===== src/rtl/rxinv_pkg.sv =====
package rxinv_pkg;

    // Two-bit level code delivered by the comparators for one receiver.
    typedef enum logic [1:0] {
        LVL_QUIET = 2'b00,
        LVL_MID   = 2'b01,
        LVL_POS   = 2'b10,
        LVL_NEG   = 2'b11
    } level_e;

    // Registered state of the top-level flag.
    typedef struct packed {
        logic line_ok;
    } flag_st_t;

    // A level is usable only when it lies outside the indeterminate band.
    function automatic logic lvl_valid(input level_e lvl);
        return (lvl == LVL_POS) || (lvl == LVL_NEG);
    endfunction

endpackage


===== src/rtl/rxinv_sync.sv =====
module rxinv_sync #(
    parameter int unsigned WIDTH  = 10,
    parameter int unsigned STAGES = 2
) (
    input  logic             clk,
    input  logic             rst_n,
    input  logic [WIDTH-1:0] din,
    output logic [WIDTH-1:0] dout
);

    generate
        if (STAGES == 0) begin : g_bypass
            assign dout = din;
        end else begin : g_chain
            logic [STAGES-1:0][WIDTH-1:0] stage_d;
            logic [STAGES-1:0][WIDTH-1:0] stage_q;

            always_comb begin
                stage_d[0] = din;
                for (int i = 1; i < STAGES; i++) begin
                    stage_d[i] = stage_q[i-1];
                end
            end

            // Reset to the quiet code so that a reset line reads as non-valid.
            always_ff @(posedge clk or negedge rst_n) begin
                if (!rst_n) begin
                    stage_q <= '0;
                end else begin
                    stage_q <= stage_d;
                end
            end

            assign dout = stage_q[STAGES-1];


            sync_reset_quiet_chk: assert property (@(posedge clk)
                $rose(rst_n) |-> (stage_q == '0));
        end
    endgenerate

endmodule


===== src/rtl/rxinv_classify.sv =====
module rxinv_classify
    import rxinv_pkg::*;
#(
    parameter int unsigned NUM_RX = 5,
    localparam int unsigned LW    = 2 * NUM_RX
) (
    input  logic [LW-1:0] lvl,
    output logic          any_valid
);

    logic [NUM_RX-1:0] valid_vec;

    generate
        for (genvar g = 0; g < NUM_RX; g++) begin : g_rx
            level_e code;
            assign code         = level_e'(lvl[2*g +: 2]);
            assign valid_vec[g] = lvl_valid(code);
        end
    endgenerate

    assign any_valid = |valid_vec;

endmodule


===== src/rtl/rxinv_persist.sv =====
module rxinv_persist #(
    parameter int unsigned LIMIT   = 16,
    localparam int unsigned CNT_W  = (LIMIT < 2) ? 1 : $clog2(LIMIT)
) (
    input  logic clk,
    input  logic rst_n,
    input  logic cond,
    output logic hit
);

    localparam logic [CNT_W-1:0] LAST = CNT_W'(LIMIT - 1);

    typedef struct packed {
        logic [CNT_W-1:0] cnt;
    } cnt_st_t;

    cnt_st_t st_d, st_q;
    logic    at_last;

    always_comb begin
        st_d    = st_q;
        at_last = (st_q.cnt == LAST);
        hit     = cond && at_last;
        if (!cond || at_last) begin
            st_d.cnt = '0;
        end else begin
            st_d.cnt = st_q.cnt + 1'b1;
        end
    end

    always_ff @(posedge clk or negedge rst_n) begin
        if (!rst_n) begin
            st_q <= '0;
        end else begin
            st_q <= st_d;
        end
    end


    cnt_clear_chk: assert property (@(posedge clk) disable iff (!rst_n)
        !cond |=> (st_q.cnt == '0));


    cnt_bound_chk: assert property (@(posedge clk) disable iff (!rst_n)
        st_q.cnt <= LAST);

endmodule


===== src/rtl/rx_invalid_detect.sv =====
module rx_invalid_detect
    import rxinv_pkg::*;
#(
    parameter int unsigned NUM_RX         = 5,
    parameter int unsigned SYNC_STAGES    = 2,
    parameter int unsigned HOLD_CYCLES    = 3000,
    parameter int unsigned RELEASE_CYCLES = 100,
    localparam int unsigned LW            = 2 * NUM_RX
) (
    input  logic          clk,
    input  logic          rst_n,
    input  logic [LW-1:0] rx_level,
    output logic          invalid_n
);

    logic [LW-1:0] lvl_s;
    logic          any_valid;
    logic          hold_cond, hold_hit;
    logic          rel_cond,  rel_hit;
    flag_st_t      st_d, st_q;

    rxinv_sync #(
        .WIDTH  (LW),
        .STAGES (SYNC_STAGES)
    ) u_sync (
        .clk   (clk),
        .rst_n (rst_n),
        .din   (rx_level),
        .dout  (lvl_s)
    );

    rxinv_classify #(
        .NUM_RX (NUM_RX)
    ) u_classify (
        .lvl       (lvl_s),
        .any_valid (any_valid)
    );

    // Long filter: counts only while the flag is high and nothing is valid.
    assign hold_cond = st_q.line_ok && !any_valid;
    // Short filter: counts only while the flag is low and something is valid.
    assign rel_cond  = !st_q.line_ok && any_valid;

    rxinv_persist #(
        .LIMIT (HOLD_CYCLES)
    ) u_hold (
        .clk   (clk),
        .rst_n (rst_n),
        .cond  (hold_cond),
        .hit   (hold_hit)
    );

    rxinv_persist #(
        .LIMIT (RELEASE_CYCLES)
    ) u_release (
        .clk   (clk),
        .rst_n (rst_n),
        .cond  (rel_cond),
        .hit   (rel_hit)
    );

    always_comb begin
        st_d = st_q;
        if (hold_hit) begin
            st_d.line_ok = 1'b0;
        end else if (rel_hit) begin
            st_d.line_ok = 1'b1;
        end
    end

    always_ff @(posedge clk or negedge rst_n) begin
        if (!rst_n) begin
            st_q <= '{line_ok: 1'b1};
        end else begin
            st_q <= st_d;
        end
    end

    assign invalid_n = st_q.line_ok;


    fall_needs_quiet_chk: assert property (@(posedge clk) disable iff (!rst_n)
        $fell(invalid_n) |-> $past(!any_valid));


    rise_needs_valid_chk: assert property (@(posedge clk) disable iff (!rst_n)
        $rose(invalid_n) |-> $past(any_valid));


    stay_high_chk: assert property (@(posedge clk) disable iff (!rst_n)
        (invalid_n && any_valid) |=> invalid_n);


    stay_low_chk: assert property (@(posedge clk) disable iff (!rst_n)
        (!invalid_n && !any_valid) |=> !invalid_n);


    filters_exclusive_chk: assert property (@(posedge clk) disable iff (!rst_n)
        !(hold_hit && rel_hit));

endmodule


===== config.mk =====
export PLATFORM = sky130hd
export DESIGN_NAME = rx_invalid_detect
export DESIGN_NICKNAME = d
export VERILOG_FILES = /design/src/rtl/rxinv_pkg.sv /design/src/rtl/rxinv_sync.sv /design/src/rtl/rxinv_classify.sv /design/src/rtl/rxinv_persist.sv /design/src/rtl/rx_invalid_detect.sv
export SDC_FILE = /design/constraint.sdc
export NUM_CORES = 1
export LEC_CHECK = 0
export BUFFER_PORTS_ARGS = -buffer_cell sky130_fd_sc_hd__buf_2
export CORE_AREA = 2 2 56 58
export DETAILED_ROUTE_END_ITERATION = 6
export DIE_AREA = 0 0 58 60
export GPL_TIMING_DRIVEN = 0
export PLACE_DENSITY = 0.71
export REMOVE_ABC_BUFFERS = 1
export SYNTH_ARGS = -nofsm -noshare
export SYNTH_HDL_FRONTEND = slang
export SYNTH_HIERARCHICAL = 1
export SYNTH_SLANG_ARGS = --single-unit

===== constraint.sdc =====
create_clock -name clk -period 2.2 [get_ports clk]
set_clock_uncertainty 0.15 [all_clocks]
set_input_delay 0 -clock clk [delete_from_list [all_inputs] [get_ports clk]]
set_output_delay 0 -clock clk [all_outputs]
set_load 0.03 [all_outputs]

==> results.py <==
metrics = {
    "placed_design": {
        "placedCellCount": 147,
        "port_buffers": 7,
        "hpwl_um": 1510,
        "gp_congestion": 0.755,
        "postPlaceCellArea_um2": 1300,
    },
    "setup_path": {
        "reg2regPathDepth": 3,
        "cp_num_buf_inv": 0,
        "path_class": "reg -> reg",
        "rr_endpoint": "u_hold/st_q[4]$_DFF_PN0_",
        "path_cells": "or4b_4 -> o31ai_4 -> nor2_1",
        "end_kind": "flip-flop",
        "crit_family": "simple AND/OR/NAND/NOR gates",
        "required_ns": 2.25,
        "path_depth": 3,
        "r2r_setup_slack_ns": 0.35,
        "path_max_fanout": 11,
        "worstPathArrival_ns": 1.90,
        "startpoint_type": "flip-flop",
        "rr_startpoint": "u_hold/st_q[3]$_DFF_PN0_",
        "slowest_stage": "or4b_4",
        "worst_path_largest_cell_delay_ns": 0.58,
    },
    "routing": {
        "ant_nets": 0,
        "wl_per_cell_um": 14.4,
        "vias_per_cell": 5.39,
        "drt_pass1_iterations": 4,
        "drc_errors": 0,
        "vias": 867,
        "wirelength_um": 2330,
        "drtIter0Drc": 49,
    },
    "timing": {
        "min_period_ns": 1.85,
        "rsz0062_at_grt": "no",
        "finalHoldViolCount": 0,
        "setup_violations": 0,
        "fin_crit_sh_pct": 84.1,
        "finalSetupTns_ns": 0,
        "relSlewSlack_pct": 58.2,
        "tightest_slew_ns": 0.626,
        "max_freq_mhz": 540,
        "slew_violations": 0,
    },
    "grt": {
        "grt_pass1_vias": 898,
        "grtUsageTotal_pct": 16.6,
        "grt_pass1_wl_um": 4050,
        "grt-ovfl-total": 0,
        "grt_max_degree": 31,
        "antenna_found_initial": 0,
    },
    "clock_network": {
        "post_cts_buffers": 0,
        "htree_levels": 2,
        "cts_tree": "done",
        "holdBufCountCts": 6,
        "numCtsBuffers": 5,
        "cts-root-buf": "clkbuf_4",
        "clk_latency_ns": 0.33,
        "clock_sinks": 30,
        "cts_resized": 0,
        "ctsLongestPathBuffers": 2,
        "clkTransAtPathRegs_ns": 0.09,
    },
    "synthesis": {
        "yosys_warnings": 6,
        "syn_area_per_cell_um2": 11.5,
        "syn_area_um2": 1240,
        "syn_inst": 108,
    },
    "power_and_ir_drop": {
        "pwr-share-seq_pct": 58.8,
        "ir_worst_vdd_v": 0.000556,
        "p_leak_nw": 0.592,
        "clock_power_share_pct": 25.6,
        "swShare_pct": 28.5,
        "p_total_w": 0.00117,
        "combPwrFrac_pct": 15.6,
        "p_int_w": 0.000833,
        "power_density_nw_per_um2": 823,
        "switchingPower_w": 0.000332,
    },
    "floorplan": {
        "dieHeight_um": 60,
        "die_w_um": 58,
        "die-area_um2": 3480,
        "rows": 20,
        "start_util_pct": 42.7,
        "core_um2": 2900,
        "ioPinCount": 13,
    },
    "layout": {
        "drive_above_1_share_pct": 15.6,
        "num_antenna_cells": 0,
        "stdcell_area_um2": 1420,
        "fillers": 272,
        "final_nets": 141,
        "syn_to_final_growth_pct": 14.2,
        "stdcell_count": 161,
    },
    "job": {
        "cap_violations": 0,
    },
    "status": {
        "status": "finished, final reports clean",
    },
    "worst_hold_path": {
        "holdCritPathClass": "in -> async",
    },
}
## how the worst max path moves through the flow
stage / startpoint / to / slack (ns)
after floorplan: u_hold/st_q[3]$_DFF_PN0_ / u_hold/st_q[3]$_DFF_PN0_ / 0.54
after global placement: u_hold/st_q[3]$_DFF_PN0_ / u_hold/st_q[3]$_DFF_PN0_ / 0.40
after detailed placement: u_hold/st_q[0]$_DFF_PN0_ / u_hold/st_q[4]$_DFF_PN0_ / 0.34
after CTS: u_hold/st_q[0]$_DFF_PN0_ / u_hold/st_q[4]$_DFF_PN0_ / 0.31
after global routing: u_hold/st_q[0]$_DFF_PN0_ / u_hold/st_q[3]$_DFF_PN0_ / 0.16
final: u_hold/st_q[3]$_DFF_PN0_ / u_hold/st_q[4]$_DFF_PN0_ / 0.35
## power by group through the flow
stage          logic [W]  clock network, W  registers (W)
3_5_place_dp    0.000174                 0       0.000699
5_1_grt         0.000216          0.000338       0.000701
4_1_cts         0.000184          0.000317       0.000687
2_1_floorplan   0.000127                 0       0.000685
3_3_place_gp    0.000159                 0       0.000691
6_report        0.000182          0.000298       0.000685
## layout make-up
type / count / area, um2 / share of cell area [%]
clock inverter: 2 / 10.0 / 0.707
clock buffer: 6 / 41.3 / 2.92
inverter: 5 / 18.8 / 1.33
tap: 33 / 41.3 / 2.92
multi-input combinational: 72 / 457 / 32.3
sequential: 30 / 752 / 53.1
timing repair buffer: 13 / 95.1 / 6.72
## flip-flops by register name, indices dropped and copies added, names as in the netlist
name,cells
u_sync/dout,5
u_release/st_q,7
u_sync/g_chain.stage_d,5
invalid_n,1
u_hold/st_q,12
## metal layers
layer,track usage [%],share of wire [%]
met2,27.8,54
met1,18.1,40
met4,12.0,3.3
met5,0,0
met3,4.55,3.2
## layout by cell type, fill, tap and decap left out, types with 2 or more instances in the layout
cell type,n
dfrtp_1,29
nor2_1,11
a21oi_1,9
buf_2,7
dlygate4sd3_1,6
nand2_1,6
nand3_1,6
o21ai_0,6
or3_1,6
clkbuf_4,5
inv_1,5
o31ai_1,3
or4_1,3
xor2_1,3
xnor2_1,3
clkinv_2,2
nor3_1,2
nand4_1,2
ha_1,2
## metrics by stage
stage                     util [%]  hold WS (ns)  worst slack [ns]
after CTS                     48.8        0.0661             0.314
after global placement        44.9        -0.105             0.399
after detailed placement      44.9       -0.0929             0.337
final                         48.8        0.0600             0.349
after floorplan                  -        -0.446             0.536
after global routing          48.8         0.115             0.164
(Power assumes the default switching activity.)
